File: config.mk
export PLATFORM = sky130hd
export DESIGN_NAME = tod_alarm_match
export DESIGN_NICKNAME = d
export VERILOG_FILES = /design/src/rtl/tod_alarm_pkg.sv /design/src/rtl/tod_alarm_regs.sv /design/src/rtl/tod_alarm_cmp.sv /design/src/rtl/tod_alarm_flag.sv /design/src/rtl/tod_alarm_match.sv
export SDC_FILE = /design/constraint.sdc
export NUM_CORES = 1
export LEC_CHECK = 0
export ABC_AREA = 0
export CORE_MARGIN = 2
export CORE_UTILIZATION = 37
export CTS_BUF_LIST = sky130_fd_sc_hd__clkbuf_4 sky130_fd_sc_hd__clkbuf_8
export DETAILED_ROUTE_END_ITERATION = 12
export GPL_ROUTABILITY_DRIVEN = 0
export PLACE_DENSITY = 0.76
export SLEW_MARGIN = 20
export SYNTH_ARGS = -nofsm -noshare
export SYNTH_HDL_FRONTEND = slang
export SYNTH_HIERARCHICAL = 1
export SYNTH_SLANG_ARGS = --single-unit
File: constraint.sdc
create_clock -name clk_i -period 2.9 [get_ports clk_i]
set_input_delay 0.58 -clock clk_i [delete_from_list [all_inputs] [get_ports clk_i]]
set_output_delay 0.58 -clock clk_i [all_outputs]
set_load 0.01 [all_outputs]
File: src/rtl/tod_alarm_pkg.sv
package tod_alarm_pkg;
  localparam int BYTE_W     = 8;
  localparam int NUM_FIELDS = 3;
  localparam int SEL_W      = 2;
  localparam int MASK_BIT   = BYTE_W - 1;
  localparam int DAY_W      = 3;

  typedef enum logic [SEL_W-1:0] {
    SEL_MIN  = 2'd0,
    SEL_HOUR = 2'd1,
    SEL_DAY  = 2'd2,
    SEL_NONE = 2'd3
  } alarm_sel_e;

  // compared value bits per field, mask bit excluded
  function automatic int field_cmp_w(int idx);
    return (idx == int'(SEL_DAY)) ? DAY_W : MASK_BIT;
  endfunction

  // bits a field keeps on write
  function automatic logic [BYTE_W-1:0] field_keep(int idx);
    logic [BYTE_W-1:0] k;
    k = '0;
    k[MASK_BIT] = 1'b1;
    for (int b = 0; b < MASK_BIT; b++) k[b] = (b < field_cmp_w(idx));
    return k;
  endfunction
endpackage

File: src/rtl/tod_alarm_regs.sv
module tod_alarm_regs
  import tod_alarm_pkg::*;
(
  input  logic                                clk_i,
  input  logic                                rst_ni,
  input  logic [SEL_W-1:0]                    sel_i,
  input  logic                                rd_i,
  input  logic                                wr_i,
  input  logic [BYTE_W-1:0]                   wdata_i,
  output logic [BYTE_W-1:0]                   rdata_o,
  output logic                                access_o,
  output logic [NUM_FIELDS-1:0][BYTE_W-1:0]   alarm_o
);
  logic sel_ok;
  assign sel_ok   = (sel_i < SEL_W'(NUM_FIELDS));
  assign access_o = (rd_i | wr_i) & sel_ok;

  for (genvar i = 0; i < NUM_FIELDS; i++) begin : g_field
    localparam logic [BYTE_W-1:0] KEEP = field_keep(i);
    always_ff @(posedge clk_i or negedge rst_ni) begin
      if (!rst_ni)                               alarm_o[i] <= '0;
      else if (wr_i && sel_i == SEL_W'(i))       alarm_o[i] <= wdata_i & KEEP;
    end
  end

  always_comb begin
    rdata_o = '0;
    for (int i = 0; i < NUM_FIELDS; i++)
      if (sel_i == SEL_W'(i)) rdata_o = alarm_o[i];
  end

  assert_day_zero_R3: assert property (@(posedge clk_i) disable iff (!rst_ni)
    (sel_i == SEL_DAY) |-> (rdata_o[MASK_BIT-1:DAY_W] == '0));
endmodule

File: src/rtl/tod_alarm_cmp.sv
module tod_alarm_cmp
  import tod_alarm_pkg::*;
(
  input  logic [NUM_FIELDS-1:0][BYTE_W-1:0] alarm_i,
  input  logic [NUM_FIELDS-1:0][BYTE_W-1:0] now_i,
  output logic                              hit_o
);
  logic [NUM_FIELDS-1:0] field_ok;

  for (genvar i = 0; i < NUM_FIELDS; i++) begin : g_cmp
    localparam int W = field_cmp_w(i);
    assign field_ok[i] = alarm_i[i][MASK_BIT] |
                         (alarm_i[i][W-1:0] == now_i[i][W-1:0]);
    if (W < MASK_BIT) begin : g_pad
      logic unused_hi;
      assign unused_hi = ^{alarm_i[i][MASK_BIT-1:W], now_i[i][BYTE_W-1:W]};
    end else begin : g_full
      logic unused_top;
      assign unused_top = now_i[i][MASK_BIT];
    end
  end

  assign hit_o = &field_ok;
endmodule

File: src/rtl/tod_alarm_flag.sv
module tod_alarm_flag (
  input  logic clk_i,
  input  logic rst_ni,
  input  logic eval_i,
  input  logic hit_i,
  input  logic clear_i,
  input  logic int_mask_i,
  output logic flag_o,
  output logic irq_o
);
  always_ff @(posedge clk_i or negedge rst_ni) begin
    if (!rst_ni)               flag_o <= 1'b0;
    else if (clear_i)          flag_o <= 1'b0;   // access beats a same-cycle match
    else if (eval_i && hit_i)  flag_o <= 1'b1;
  end

  assign irq_o = flag_o & ~int_mask_i;

  assert_access_clears_R10: assert property (@(posedge clk_i) disable iff (!rst_ni)
    clear_i |=> !flag_o);
  assert_sticky_R9: assert property (@(posedge clk_i) disable iff (!rst_ni)
    (flag_o && !clear_i) |=> flag_o);
  assert_set_cause_R8: assert property (@(posedge clk_i) disable iff (!rst_ni)
    $rose(flag_o) |-> $past(eval_i && hit_i && !clear_i));
  assert_race_R11: assert property (@(posedge clk_i) disable iff (!rst_ni)
    (clear_i && eval_i && hit_i) |=> !flag_o);
endmodule

File: src/rtl/tod_alarm_match.sv
module tod_alarm_match
  import tod_alarm_pkg::*;
#(
  parameter logic [7:0] HSEC_LAST = 8'h99,
  parameter logic [7:0] SEC_FIRST = 8'h00
) (
  input  logic        clk_i,
  input  logic        rst_ni,
  input  logic [1:0]  reg_sel_i,
  input  logic        reg_rd_i,
  input  logic        reg_wr_i,
  input  logic [7:0]  reg_wdata_i,
  output logic [7:0]  reg_rdata_o,
  input  logic        tick_i,
  input  logic [7:0]  cur_hsec_i,
  input  logic [7:0]  cur_sec_i,
  input  logic [7:0]  cur_min_i,
  input  logic [7:0]  cur_hour_i,
  input  logic [7:0]  cur_day_i,
  input  logic        int_mask_i,
  output logic        flag_o,
  output logic        irq_o
);
  logic [NUM_FIELDS-1:0][BYTE_W-1:0] alarm, now;
  logic access, hit, eval;

  assign now[SEL_MIN]  = cur_min_i;
  assign now[SEL_HOUR] = cur_hour_i;
  assign now[SEL_DAY]  = cur_day_i;
  assign eval = tick_i && (cur_hsec_i == HSEC_LAST) && (cur_sec_i == SEC_FIRST);

  tod_alarm_regs u_regs (
    .clk_i, .rst_ni,
    .sel_i   (reg_sel_i),
    .rd_i    (reg_rd_i),
    .wr_i    (reg_wr_i),
    .wdata_i (reg_wdata_i),
    .rdata_o (reg_rdata_o),
    .access_o(access),
    .alarm_o (alarm)
  );

  tod_alarm_cmp u_cmp (
    .alarm_i(alarm),
    .now_i  (now),
    .hit_o  (hit)
  );

  tod_alarm_flag u_flag (
    .clk_i, .rst_ni,
    .eval_i    (eval),
    .hit_i     (hit),
    .clear_i   (access),
    .int_mask_i,
    .flag_o,
    .irq_o
  );
endmodule

==> metrics.md, run 1 <==
| Metric | Value |
|---|---|
| Status | `finished, final reports clean` |
| CTS tree | `done` |
| Most frequent cells in the layout | `clkdlybuf4s50_1, dfrtp_1, mux2_2` |
| DR WL/cell | `around 15 um` |
| Worst skew pair latency | `just under 0.3 ns` |
| DIE AREA | `~0.0038 mm2` |
| Cell Area, Placed | `approximately 0.0019 mm2` |
| Nets | `between 200 and 250` |
| Setup repair after global routing missed its margin | `false` |
| Crit-path max FO | `6` |
| Reg area | `roughly 530 um2` |
| Setup TNS | `0 ns` |
| Max clock buf depth | `2` |
| Fraction of layout instances using a drive strength above 1 | `between 20% and 30%` |
| Actual slew at the worst max-slew pin | `0.4860 ns` |
| Final Instance Count excl. Fillers | `approximately 210` |
| IO Pins | `66` |
| Die width | `approximately 61 um` |
| Vias in the first global route | `1,115` |
| Clock Root Buffer | `clkbuf_4` |
| Final setup violating endpoints | `0` |
| Final WS setup | `roughly 0.18 ns` |
| Fin crit share | `a little over nine tenths` |
| Int Pwr | `approximately 0.59 mW` |
| Syn nets | `between 150 and 200` |
| Post-synthesis area per instance | `12.50 um2` |
| Max Fclk | `approximately 370 MHz` |
| Die Ht | `61.25 um` |
| Clock skew | `between 0.004 and 0.005 ns` |
| Final non-filler cell area | `0.001903 mm2` |
| Slew margin rel. | `between 60% and 70%` |
| Switching fraction of total power | `27.85%` |
| Kind of critical path | `in2out` |
| Fin util | `about three fifths` |
| Vias | `~1,000` |
| Clock-pin slew on the worst setup and hold paths | `roughly 0.11 ns` |
| Hold-fix buffers, CTS | `0` |
| Pre-CTS WS | `between 0.15 and 0.2 ns` |
| Worst Setup Start Kind | `primary input` |
| H-tree depth | `1` |
| Syn Inst Count | `between 90 and 100` |
| Max-cap violations | `0` |
| Antenna Nets Post-Route | `0` |
| CTS Sinks | `21` |
| Core area | `around 0.0031 mm2` |
| Avg Vias per Cell | `4.903` |
| Sequential power share | `~48%` |
| Placed insts | `between 200 and 250` |
| Switching Power | `between 0.2 and 0.25 mW` |
| Detailed Routing Iterations Pass 1 | `3` |
| Fill cell count | `262` |
| Worst EP required | `between 2 and 2.5 ns` |
| Num CTS Buffers | `3` |
| Cell Area, Synth | `~0.0012 mm2` |
| IO buf count | `58` |
| Area of the multi-input gates | `approximately 670 um2` |
| Crit path time final | `between 2 and 3 ns` |
| Residual DRC | `0` |
| Post-CTS setup buffer count | `0` |
| CP arrival | `2.14 ns` |
| Starting Density | `39.39%` |
| Most common cell after layout, fill and taps aside | `clkdlybuf4s50_1` |
| Initial antenna violation count | `0` |
| PostCTS Resize Cnt | `0` |
| Drt total wl | `between 3000 and 4000 um` |
| HP Class | `reg2reg` |
| # diodes | `0` |
| Worst r2r path cells | `6` |
| Largest net degree at the start of global routing | `22` |
| DRT iter0 DRCs | `8` |
| Overall global routing resource usage | `about 17%` |
| Ys Warns | `6` |
| Gate power share | `34.5%` |
| Final hold viol count | `0` |
| First-pass GRT wire length | `4698 um` |
| Crit. End Element | `output pin` |
| Max rail drop VDD | `around 0.31 mV` |
| Area Overhead vs Synth | `56.97%` |
| Clock power share | `17.8%` |
| Slew Limit Fails | `0` |
| Hpwl dp | `about 2500 um` |
| FP Rows | `20` |
| Worst hold path cell count | `2` |
| Total congestion overflow | `0` |
| Static leakage | `0.7592 nW` |
| Power Dens Cells | `~430 mW/mm2` |
-- routing by layer --
metal	global-route usage [%]	wire, um	share of wire (%)	vias to the layer above
met5	0	0	0	-
met2	32.67	1529	50	44
li1	-	-	-	489
met1	19.31	1217	40	475
met3	3.571	323	10	2
met4	3.727	10	0.32	0
-- registers in the layout, summed over array words and instances, names as in the netlist --
signal          flops
u_regs/alarm_o     20
u_flag/flag_o       1
-- stage by stage --
step / power [mW] / hold WS (ns)
global placement: 0.6744 / 0.5089
CTS: 0.8345 / 0.5475
finish: 0.8218 / 0.5389
detailed placement: 0.6833 / 0.5187
global route: 0.8759 / 0.5657
floorplan: 0.5335 / 0.2844
-- worst paths after layout --
| check | startpoint | endpoint | slack, ns |
|---|---|---|---|
| max | reg_sel_i[0] | reg_rdata_o[2] | 0.18 |
| max reg2reg | u_regs/alarm_o[0] | u_flag/flag_o | 1.33 |
| max in group asynchronous | rst_ni | u_regs/alarm_o[6] | 2.07 |
| min | u_flag/flag_o | u_flag/flag_o | 0.54 |
| min in group asynchronous | rst_ni | u_regs/alarm_o[2] | 0.61 |
| min reg2reg | u_flag/flag_o | u_flag/flag_o | 0.54 |
-- cell type report --
cell class                 count  area share (%)
clock buffer                   4           1.578
sequential                    21           27.61
tap                           44           2.893
timing repair buffer          63           32.48
multi-input combinational     74           35.44
-- power groups by stage --
stage / clock, mW / combinational [mW] / sequential, mW
after floorplan: 0 / 0.146 / 0.388
after detailed placement: 0 / 0.285 / 0.399
after global routing: 0.172 / 0.305 / 0.399
after CTS: 0.156 / 0.286 / 0.392
final: 0.146 / 0.284 / 0.392
after global placement: 0 / 0.279 / 0.395
-- worst max-delay path: stages --
cell and delay (ns):
clkdlybuf4s50_1 0.52, buf_4 0.20, mux2i_1 0.11, o2bb2ai_1 0.17, clkdlybuf4s50_1 0.57
(Power assumes the default switching activity.)
==> run 2: changes to the inputs <==
--- a/config.mk
+++ b/config.mk
@@ -6,13 +6,13 @@
 export NUM_CORES = 1
 export LEC_CHECK = 0
 export ABC_AREA = 0
-export CORE_MARGIN = 2
+export CAP_MARGIN = 30
+export CORE_MARGIN = 1.5
 export CORE_UTILIZATION = 37
 export CTS_BUF_LIST = sky130_fd_sc_hd__clkbuf_4 sky130_fd_sc_hd__clkbuf_8
 export DETAILED_ROUTE_END_ITERATION = 12
 export GPL_ROUTABILITY_DRIVEN = 0
 export PLACE_DENSITY = 0.76
-export SLEW_MARGIN = 20
 export SYNTH_ARGS = -nofsm -noshare
 export SYNTH_HDL_FRONTEND = slang
 export SYNTH_HIERARCHICAL = 1
==> metrics.md, run 2 (synthesis gave the netlist of run 1 again) <==
| Metric | Value |
|---|---|
| Clock-pin slew on the worst setup and hold paths | `0.12 ns` |
| Reg area | `roughly 530 um2` |
| Int Pwr | `0.5817 mW` |
| Hpwl dp | `2333 um` |
| Kind of critical path | `in2out` |
| Max clock buf depth | `2` |
| DR WL/cell | `14.77 um` |
| Actual slew at the worst max-slew pin | `between 0.5 and 0.6 ns` |
| Fin crit share | `between 90% and 100%` |
| Sequential power share | `between 40% and 50%` |
| Vias in the first global route | `roughly 1,100` |
| Total congestion overflow | `0` |
| Switching fraction of total power | `between 20% and 30%` |
| Overall global routing resource usage | `between 10% and 20%` |
| H-tree depth | `1` |
| Most frequent cells in the layout | `clkdlybuf4s50_1, dfrtp_1, mux2_2` |
| Hold Path Origin | `u_flag/flag_o` |
| Largest net degree at the start of global routing | `22` |
| Final Instance Count excl. Fillers | `approximately 200` |
| FP Rows | `20` |
| Initial antenna violation count | `0` |
| Area Overhead vs Synth | `56.55%` |
| Detailed Routing Iterations Pass 1 | `4` |
| IO Pins | `66` |
| Max rail drop VDD | `0.3131 mV` |
| Worst Setup Start Kind | `primary input` |
| Most flops, register | `u_regs/alarm_o` |
| Clock Root Buffer | `clkbuf_4` |
| Final setup violating endpoints | `0` |
| Max-cap violations | `0` |
| Fin util | `between 60 and 70%` |
| DIE AREA | `about 0.0036 mm2` |
| Clock power share | `17.8%` |
| CTS Sinks | `21` |
| IO buf count | `58` |
| HP Class | `reg2reg` |
| Static leakage | `about 0.75 nW` |
| CP arrival | `about 2.1 ns` |
| Crit-path max FO | `12` |
| Crit. End Element | `output pin` |
| Fraction of layout instances using a drive strength above 1 | `20.63%` |
| Fill cell count | `~270` |
| DRT iter0 DRCs | `8` |
| Post-CTS setup buffer count | `0` |
| Switching Power | `about 0.24 mW` |
| Status | `finished, final reports clean` |
| Die Ht | `between 60 and 70 um` |
| Worst reg2reg startpoint | `u_regs/alarm_o[0]` |
| Slew margin rel. | `roughly two thirds` |
| Max Fclk | `roughly 370 MHz` |
| Slew Limit Fails | `0` |
| Largest regs | `u_regs/alarm_o (20), u_flag/flag_o (1)` |
| Setup repair after global routing missed its margin | `false` |
| Hold-fix buffers, CTS | `0` |
| Avg Vias per Cell | `approximately 4.9` |
| Residual DRC | `0` |
| Worst Setup SP | `reg_sel_i[0]` |
| PostCTS Resize Cnt | `0` |
| Die width | `60.25 um` |
| Gate power share | `between 30 and 40%` |
| Area of the multi-input gates | `674.4 um2` |
| CTS tree | `done` |
| Num CTS Buffers | `3` |
| Nets | `between 200 and 250` |
| Setup TNS | `0 ns` |
| Crit path time final | `2.693 ns` |
| PnR Total Power | `between 0.8 and 0.9 mW` |
| Most common cell after layout, fill and taps aside | `clkdlybuf4s50_1` |
| Placed insts | `200` |
| Vias | `1,009` |
| Power Dens Cells | `~430 mW/mm2` |
| Starting Density | `between 30% and 40%` |
| Final hold viol count | `0` |
| Antenna Nets Post-Route | `0` |
| # diodes | `0` |
| First-pass GRT wire length | `4671 um` |
| Core area | `roughly 0.003 mm2` |
| Worst skew pair latency | `around 0.31 ns` |
| Largest register FFs | `20` |
| Worst EP required | `approximately 2.3 ns` |
| Drt total wl | `between 3000 and 4000 um` |
| Clock skew | `between 0.004 and 0.005 ns` |
==> run 2: changes by cell type in the layout (fill, tap and decap cells not counted) <==
cell	before	now
buf_12	0	1
buf_4	5	2
clkbuf_4	4	3
clkinv_2	0	1
==> run 2: worst paths after layout <==
kind                                       to  slack (ns)  depth (start not counted)
setup / recovery               reg_rdata_o[7]        0.21                          5
hold / removal                  u_flag/flag_o        0.55                          2
setup reg to reg                u_flag/flag_o        1.32                          6
hold reg to reg                 u_flag/flag_o        0.55                          2
max in group asynchronous  u_regs/alarm_o[18]        2.08                          2
min in group asynchronous  u_regs/alarm_o[13]        0.60                          2
==> run 2: metal layers <==
| layer | GRT usage, % | vias to the layer above | routed length, um |
|---|---|---|---|
| li1 | - | 482 | - |
| met3 | 3.463 | 4 | 268 |
| met2 | 30.43 | 46 | 1393 |
| met5 | 0 | - | 0 |
| met4 | 7.302 | 0 | 27 |
| met1 | 21.29 | 477 | 1324 |
==> run 2: power by group through the flow <==
| stage | Combinational [mW] | Sequential [mW] | Clock (mW) |
|---|---|---|---|
| global placement | 0.279 | 0.395 | 0 |
| finish | 0.282 | 0.392 | 0.146 |
| detailed placement | 0.283 | 0.399 | 0 |
| global route | 0.305 | 0.401 | 0.165 |
| CTS | 0.285 | 0.392 | 0.152 |
| floorplan | 0.146 | 0.388 | 0 |
==> run 2: cell type report <==
class / count / area share (%)
Multi-Input combinational cell: 74 / 35.53
Timing Repair Buffer: 61 / 32.43
Sequential cell: 21 / 27.69
Tap cell: 44 / 2.900
Clock buffer: 3 / 1.187
Clock inverter: 1 / 0.2637
==> run 2: through the flow <==
step                      cell area (um2)  worst slack, ns  hold slack, ns
final                                1898           0.2072          0.5515
after global routing                 1898           0.1741          0.5801
after CTS                            1898           0.2261          0.5498
after detailed placement             1871           0.2398          0.5198
after global placement               1871           0.2348          0.5054
after floorplan                      1212            1.173          0.2844
==> run 2: worst max-delay path, stage by stage <==
cell and delay [ns]:
clkdlybuf4s50_1 0.53, buf_12 0.17, mux2i_1 0.09, o2bb2ai_1 0.17
clkdlybuf4s50_1 0.57
==> run 3: changes to the inputs <==
--- a/config.mk
+++ b/config.mk
@@ -10,6 +10,7 @@
 export CORE_MARGIN = 1.5
 export CORE_UTILIZATION = 37
 export CTS_BUF_LIST = sky130_fd_sc_hd__clkbuf_4 sky130_fd_sc_hd__clkbuf_8
+export CTS_CLUSTER_SIZE = 24
 export DETAILED_ROUTE_END_ITERATION = 12
 export GPL_ROUTABILITY_DRIVEN = 0
 export PLACE_DENSITY = 0.76
==> results of run 3 <==
No change in the layout: final DEF, timing and power equal those of run 2.
